**config.mk**
```make
export PLATFORM = sky130hd
export DESIGN_NAME = exp_win_decode
export DESIGN_NICKNAME = d
export VERILOG_FILES = /design/src/rtl/exp_win_pkg.sv /design/src/rtl/exp_win_cfg.sv /design/src/rtl/exp_win_region.sv /design/src/rtl/exp_win_xlat.sv /design/src/rtl/exp_win_decode.sv
export SDC_FILE = /design/constraint.sdc
export NUM_CORES = 1
export LEC_CHECK = 0
export BUFFER_PORTS_ARGS = -buffer_cell sky130_fd_sc_hd__buf_2
export CAP_MARGIN = 20
export CORE_MARGIN = 2
export CORE_UTILIZATION = 31
export DETAILED_ROUTE_END_ITERATION = 8
export PLACE_DENSITY = 0.84
export SLEW_MARGIN = 20
export SYNTH_ARGS = -nofsm -noshare
export SYNTH_HDL_FRONTEND = slang
export SYNTH_HIERARCHICAL = 1
export SYNTH_SLANG_ARGS = --single-unit
```
**constraint.sdc**
```tcl
create_clock -name clk -period 3.71 [get_ports clk]
set_input_delay 1.113 -clock clk [delete_from_list [all_inputs] [get_ports clk]]
set_output_delay 1.113 -clock clk [all_outputs]
set_load 0.03 [all_outputs]
```
**src/rtl/exp_win_pkg.sv**
```systemverilog
package exp_win_pkg;

  typedef enum logic [2:0] {
    TGT_NONE = 3'd0,
    TGT_ROM  = 3'd1,
    TGT_PRAM = 3'd2,
    TGT_WRAM = 3'd3,
    TGT_OPEN = 3'd4
  } tgt_e;

  localparam logic [1:0] CTRL_LOCKED = 2'b01;

endpackage

```
**src/rtl/exp_win_cfg.sv**
```systemverilog
module exp_win_cfg #(
  parameter int BANK_W = 2,
  parameter int CTRL_W = 2
) (
  input  logic              clk,
  input  logic              rst_n,
  input  logic              we,
  input  logic [BANK_W-1:0] bank_in,
  input  logic [CTRL_W-1:0] ctrl_in,
  output logic [BANK_W-1:0] bank_q,
  output logic [CTRL_W-1:0] ctrl_q
);

  always_ff @(posedge clk or negedge rst_n) begin
    if (!rst_n) begin
      bank_q <= '0;
      ctrl_q <= '0;
    end else if (we) begin
      bank_q <= bank_in;
      ctrl_q <= ctrl_in;
    end
  end

endmodule

```
**src/rtl/exp_win_region.sv**
```systemverilog
module exp_win_region
  import exp_win_pkg::*;
#(
  parameter int TOP_W = 2
) (
  input  logic [TOP_W-1:0] top_bits,
  input  logic             boot_cart,
  input  logic             upper_half,
  input  logic             page_odd,
  input  logic             rd,
  input  logic             wr,
  input  logic             locked,
  output tgt_e             tgt
);

  logic [TOP_W-1:0] win_tag;
  logic             in_win;
  logic             access;

  generate
    if (TOP_W > 1) begin : g_wide
      assign win_tag = {{(TOP_W-1){1'b0}}, boot_cart};
    end else begin : g_narrow
      assign win_tag = boot_cart;
    end
  endgenerate

  assign in_win = (top_bits == win_tag);
  assign access = rd | wr;

  always_comb begin
    tgt = TGT_NONE;
    if (access && in_win) begin
      if (upper_half) begin
        tgt = TGT_WRAM;
      end else if (!page_odd) begin
        tgt = wr ? TGT_OPEN : TGT_ROM;
      end else begin
        tgt = locked ? TGT_OPEN : TGT_PRAM;
      end
    end
  end

endmodule

```
**src/rtl/exp_win_xlat.sv**
```systemverilog
module exp_win_xlat
  import exp_win_pkg::*;
#(
  parameter int ROM_AW  = 17,
  parameter int WRAM_AW = 18,
  parameter int PRAM_AW = 19,
  localparam int BANK_W = PRAM_AW - ROM_AW
) (
  input  tgt_e               tgt,
  input  logic [WRAM_AW-1:0] addr_lo,
  input  logic [BANK_W-1:0]  bank,
  output logic [PRAM_AW-1:0] xlat
);

  logic [PRAM_AW-1:0] rom_a;
  logic [PRAM_AW-1:0] pram_a;
  logic [PRAM_AW-1:0] wram_a;

  assign rom_a  = {{(PRAM_AW-ROM_AW){1'b0}}, addr_lo[ROM_AW-1:0]};
  assign pram_a = {bank, addr_lo[ROM_AW-1:0]};

  generate
    if (PRAM_AW > WRAM_AW) begin : g_wram_pad
      assign wram_a = {{(PRAM_AW-WRAM_AW){1'b0}}, addr_lo};
    end else begin : g_wram_full
      assign wram_a = addr_lo;
    end
  endgenerate

  always_comb begin
    unique case (tgt)
      TGT_ROM:  xlat = rom_a;
      TGT_PRAM: xlat = pram_a;
      TGT_WRAM: xlat = wram_a;
      default:  xlat = '0;
    endcase
  end

endmodule

```
**src/rtl/exp_win_decode.sv**
```systemverilog
module exp_win_decode
  import exp_win_pkg::*;
#(
  parameter int ADDR_W  = 24,
  parameter int WIN_AW  = 22,
  parameter int ROM_AW  = 17,
  parameter int WRAM_AW = 18,
  parameter int PRAM_AW = 19,
  parameter int CTRL_W  = 2,
  localparam int BANK_W = PRAM_AW - ROM_AW,
  localparam int TOP_W  = ADDR_W - WIN_AW
) (
  input  logic               clk,
  input  logic               rst_n,
  input  logic [ADDR_W-1:0]  host_addr,
  input  logic               host_rd,
  input  logic               host_wr,
  input  logic               boot_cart,
  input  logic               cfg_we,
  input  logic [BANK_W-1:0]  cfg_bank,
  input  logic [CTRL_W-1:0]  cfg_ctrl,
  output logic               sel_rom,
  output logic               sel_pram,
  output logic               sel_wram,
  output logic               open_bus,
  output logic [PRAM_AW-1:0] xlat_addr
);

  logic [BANK_W-1:0] bank_q;
  logic [CTRL_W-1:0] ctrl_q;
  logic              locked;
  tgt_e              tgt;
  logic              unused_mid_bits;

  exp_win_cfg #(.BANK_W(BANK_W), .CTRL_W(CTRL_W)) u_cfg (
    .clk     (clk),
    .rst_n   (rst_n),
    .we      (cfg_we),
    .bank_in (cfg_bank),
    .ctrl_in (cfg_ctrl),
    .bank_q  (bank_q),
    .ctrl_q  (ctrl_q)
  );

  assign locked = (ctrl_q == CTRL_LOCKED);

  exp_win_region #(.TOP_W(TOP_W)) u_region (
    .top_bits   (host_addr[ADDR_W-1:WIN_AW]),
    .boot_cart  (boot_cart),
    .upper_half (host_addr[WIN_AW-1]),
    .page_odd   (host_addr[ROM_AW]),
    .rd         (host_rd),
    .wr         (host_wr),
    .locked     (locked),
    .tgt        (tgt)
  );

  exp_win_xlat #(.ROM_AW(ROM_AW), .WRAM_AW(WRAM_AW), .PRAM_AW(PRAM_AW)) u_xlat (
    .tgt     (tgt),
    .addr_lo (host_addr[WRAM_AW-1:0]),
    .bank    (bank_q),
    .xlat    (xlat_addr)
  );

  assign sel_rom  = (tgt == TGT_ROM);
  assign sel_pram = (tgt == TGT_PRAM);
  assign sel_wram = (tgt == TGT_WRAM);
  assign open_bus = (tgt == TGT_OPEN);

  assign unused_mid_bits = ^host_addr[WIN_AW-2:WRAM_AW];

endmodule

```
**Word-level counts from Yosys, hierarchy flattened**

Cells that the tools add are included.
W data, S select, Z words.

- Input bits: 34
- Register bits after elaboration: 4
- Logic and storage cells: 16

- Multiplexer cells: 6
- Bitwise gates (word level): 1
- Equality and inequality tests: 6
- Reduce and logical (&&, ||, !) cells: 1

Operators with widths:

| kind | number |
|---|---|
| $pmux W19 S3 | 1 |
| $mux W3 | 5 |
| $eq A3 B2 Y1 const B | 2 |
| $eq A3 B1 Y1 const B | 1 |
| $eq A3 B3 Y1 const B | 1 |
| $eq A2 B1 Y1 | 1 |
| $eq A2 B1 Y1 const B | 1 |
| $logic_and A1 B1 Y1 | 1 |
| $or A1 B1 Y1 | 1 |

**Longest topological paths before layout**

- Depth after elaboration: 7
- Depth in mapped cells: 6
- Gate-level depth less buffers: 5

**By module**

Netlist, hierarchy kept.

By module, submodules not included:

| module | cells each | times used | sequential area each (um^2) | area each (um^2) |
|---|---|---|---|---|
| exp_win_xlat | 22 | 1 | 0.0 | 197.7 |
| exp_win_cfg | 8 | 1 | 100.1 | 145.1 |
| exp_win_region | 9 | 1 | 0.0 | 75.1 |
| exp_win_decode | 5 | 1 | 0.0 | 38.8 |

**Worst setup path before layout**

OpenSTA, ideal clock, no wires.

- Path kind: input to output
- From: input host_addr[23]
- To: output sel_pram
- Required time: 2597 ps
- Arrival time: 2610 ps
- Setup slack: -13 ps
- Stages: 3
- Cells stage by stage: o21bai_1 -> a211oi_1 -> nor3b_1

- Word-level cells in the longest chain between the ends: 4

Ends and longest elaborated chain:

| element | line | text |
|---|---|---|
| start, declared | exp_win_decode.sv:15 | `input logic [ADDR_W-1:0] host_addr,` |
| $eq A2 B1 Y1 | exp_win_region.sv:28 | `assign in_win = (top_bits == win_tag);` |
| $logic_and A1 B1 Y1 | exp_win_region.sv:33 | `if (access && in_win) begin` |
| $mux W3 | exp_win_region.sv:33 |  |
| named net tgt[1] | exp_win_decode.sv:32 | `tgt_e tgt;` |
| $eq A3 B2 Y1 | exp_win_decode.sv:66 | `assign sel_pram = (tgt == TGT_PRAM);` |
| end, declared | exp_win_decode.sv:23 | `output logic sel_pram,` |

The timed path passes the listed nets, and every way through them passes these cells.

**Worst setup path in the final report**

- From: input host_addr[23]
- To: output xlat_addr[12]

- Word-level cells in the longest chain between the ends: 5
- Elaborated cells on any way between the ends: 7
- Those cells by class: eq/ne (4); mux (2); reduce/logical (1)

Ends and longest elaborated chain:

| element | line | text |
|---|---|---|
| $eq A2 B1 Y1 (*) | exp_win_region.sv:28 |  |
| $logic_and A1 B1 Y1 (*) | exp_win_region.sv:33 |  |
| $mux W3 (*) | exp_win_region.sv:33 |  |
| named net tgt[1] | exp_win_decode.sv:32 |  |
| $eq A3 B2 Y1 / $eq A3 B1 Y1 (equally long branches) | exp_win_xlat.sv:31 | `unique case (tgt)` |
| $pmux W19 S3 (*) | exp_win_xlat.sv:31 |  |
| end, declared | exp_win_decode.sv:26 | `output logic [PRAM_AW-1:0] xlat_addr` |

Mark *: on every way through the listed nets, which the timed path passes. The rest lies on a longest branch.

==> flow_metrics.py <==
metrics = {
    "route": {
        "drt_pass1_iterations": 2,
        "drt-met1-wl_um": 389,
        "via_per_inst": 4.72,
        "top_layer": "met3",
        "met2_length_um": 667,
        "wl_per_cell_um": 10.7,
        "drc": 0,
        "ant_nets": 0,
        "met3WireLength_um": 199,
        "routed_wl_um": 1260,
        "drt_iter0_drc": 1,
        "via_count": 552,
    },
    "cts": {
        "clk_path_buf_depth": 2,
        "clk_latency_ps": 230,
        "clk_pin_slew_ps": 40,
        "ctsRootBufferMaster": "clkbuf_4",
        "clkSinkCount": 4,
        "cts_made_buffers": 3,
        "cts_setup_buffers": 0,
        "post_cts_resized": 0,
        "hold_buffers": 0,
        "cts_htree_levels": 1,
        "cts_tree": "built",
    },
    "power_and_ir_drop": {
        "p_leak_nw": 0.457,
        "power.share.switching_pct": 36.5,
        "p_sw_mw": 0.0756,
        "ir_worst_vdd_mv": 0.131,
        "p_int_mw": 0.132,
        "p_seq_share_pct": 24.2,
        "clkPwrFrac_pct": 25.0,
        "combPwrFrac_pct": 50.7,
        "power_per_cell_area_nw_per_um2": 266,
    },
    "die": {
        "dieArea_um2": 1800,
        "fp-row-count": 13,
        "ios": 57,
        "core_area_um2": 1330,
        "die_x_um": 42.4,
        "die_h_um": 42.4,
        "start_util_pct": 34.2,
    },
    "status": {
        "status": "completed",
    },
    "synth": {
        "synth.distinct_cells": 19,
        "synth_flop_cell": "dfrtp_1",
        "ys_ff_latch": 4,
        "ys_top_cells_by_count": "10 x and2_4, 7 x and2_2, 4 x dfrtp_1, 4 x mux2_2, 4 x nor3b_1",
        "synth_area_um2": 457,
        "synth_fp_nets": 78,
        "yosys.area.top_type_share_pct": 21.9,
        "syn_avg_cell_area_um2": 10.4,
        "synthArstFlopShare_pct": 100,
        "yosys-top-cells-area": "dfrtp_1 22%, and2_4 19%, and2_2 12%",
        "synth_top_cell_by_area": "dfrtp_1",
        "synth_most_common_cell": "and2_4",
        "yosys_warnings": 6,
        "synth-edff-count": 0,
        "yosysSeqAreaShare_pct": 21.9,
        "synth_cells": 44,
    },
    "min_path": {
        "hp-class": "flip-flop to flip-flop",
        "hp-start": "u_cfg/ctrl_q[0]",
    },
    "place": {
        "dp_hpwl_um": 1130,
        "placedInstanceArea_um2": 757,
        "globalplace.congestion": 0.668,
        "portBuffers": 53,
        "dp.cells": 114,
    },
    "setup_path": {
        "cp-end-kind": "primary output",
        "crit_type": "primary input to primary output",
        "start_kind": "primary input",
        "arrival_ps": 2410,
        "setup.worst_path.start": "host_addr[23]",
        "r2r-start": "u_cfg/bank_q[0]",
        "cp_max_fo": 17,
        "cp_data_required_time_ps": 2600,
    },
    "global_route": {
        "grt_antenna_before_repair": 0,
        "grt.total_usage_pct": 14.7,
        "grt_overflow_total": 0,
        "grt_pass1_vias": 528,
        "grt_max_degree": 18,
        "grt_pass1_wl_um": 2110,
    },
    "timing": {
        "hold_ws_ps": 496,
        "fmax_mhz": 284,
        "rsz0062_at_grt": "false",
        "tns_ps": 0,
        "setup_violations": 0,
        "maxSlewHeadroom_pct": 76.6,
        "final_max_slew_viol_count": 0,
        "hold_viol_final": 0,
        "worst_pin_slew_ps": 349,
        "fin_crit_ps": 3520,
        "skew_ps": 0,
        "fin_crit_sh_pct": 95.0,
    },
    "run": {
        "maxCapViolations": 0,
    },
    "final_layout": {
        "fin_area_um2": 779,
        "syn2layout_area_growth_pct": 70.7,
        "antenna_cells": 0,
        "drive_gt1_share_pct": 84.3,
        "final_util_pct": 58.4,
        "fin_nets": 138,
        "layout.cells.non_filler": 117,
    },
}
[metal layers]
layer / vias up / GRT usage, %
li1: 267 / -
met1: 248 / 13.8
met2: 37 / 30.2
met3: 0 / 3.88
met4: 0 / 3.75
met5: - / 0
[cell type report]
type,instances,area [µm²]
clock buffers,3,22.5
fillers,127,554
inverters,1,3.75
multi-input cells,38,347
flip-flops and latches,4,100
well taps,15,18.8
repair buffers,56,288
[worst max-delay path, stage by stage]
cell,delay (ps)
buf_2,90
o21bai_1,200
a211oi_1,360
o21ba_4,280
and2_2,160
buf_2,190
[sequential cells by signal, indices dropped and copies added, names as in the netlist]
signal	flops
u_cfg/bank_q	2
u_cfg/ctrl_q	2
[through the flow]
step	setup slack, ps	total power [mW]
2_1_floorplan	-8.56	0.123
3_3_place_gp	210	0.154
3_5_place_dp	184	0.157
4_1_cts	178	0.211
5_1_grt	38.6	0.221
6_report	186	0.207
[final timing paths]
path / to / cells after the start / slack [ps]
max: xlat_addr[12] / 6 / 190
min: u_cfg/ctrl_q[0] / 1 / 500
max reg2reg: u_cfg/bank_q[0] / 1 / 2970
min in group asynchronous: u_cfg/bank_q[1] / 1 / 680
min reg2reg: u_cfg/ctrl_q[0] / 1 / 500
max in group asynchronous: u_cfg/ctrl_q[1] / 1 / 2910
[power by group through the flow]
stage | Clock (mW) | Combinational, mW | Sequential [mW]
after floorplan | 0 | 0.0724 | 0.0502
after global placement | 0 | 0.104 | 0.0506
after detailed placement | 0 | 0.106 | 0.0509
after CTS | 0.0543 | 0.106 | 0.0504
after global routing | 0.0561 | 0.114 | 0.0507
final | 0.0519 | 0.105 | 0.0502
[cell families (layout without fill, tap and decap cells)]
family	after synthesis	in the layout	share of synthesized area, %
and+or+nand+nor	27	27	49.0
xor gates and xnor gates	1	1	1.92
AOI/OAI and AO/OA	4	4	9.59
DFF	4	4	21.9
muxes	6	6	14.2
buffers and inverters	2	60	3.29
[cell usage in the layout (no fill, tap or decap)]
cell type / count
and4bb_2: 1
a211oi_2: 1
o21ba_4: 1
and2_2: 7
inv_1: 1
nor4_2: 1
and2_4: 10
dfrtp_1: 4
mux2_2: 4
buf_2: 53
nand2b_1: 1
clkbuf_4: 3
mux2i_1: 2
nor3b_2: 1
xor2_1: 1
or2_0: 1
nor2b_1: 1
buf_4: 3
nor3b_1: 3
and3b_2: 1
a211oi_1: 1
o21bai_1: 1
(Power assumes the default switching activity.)
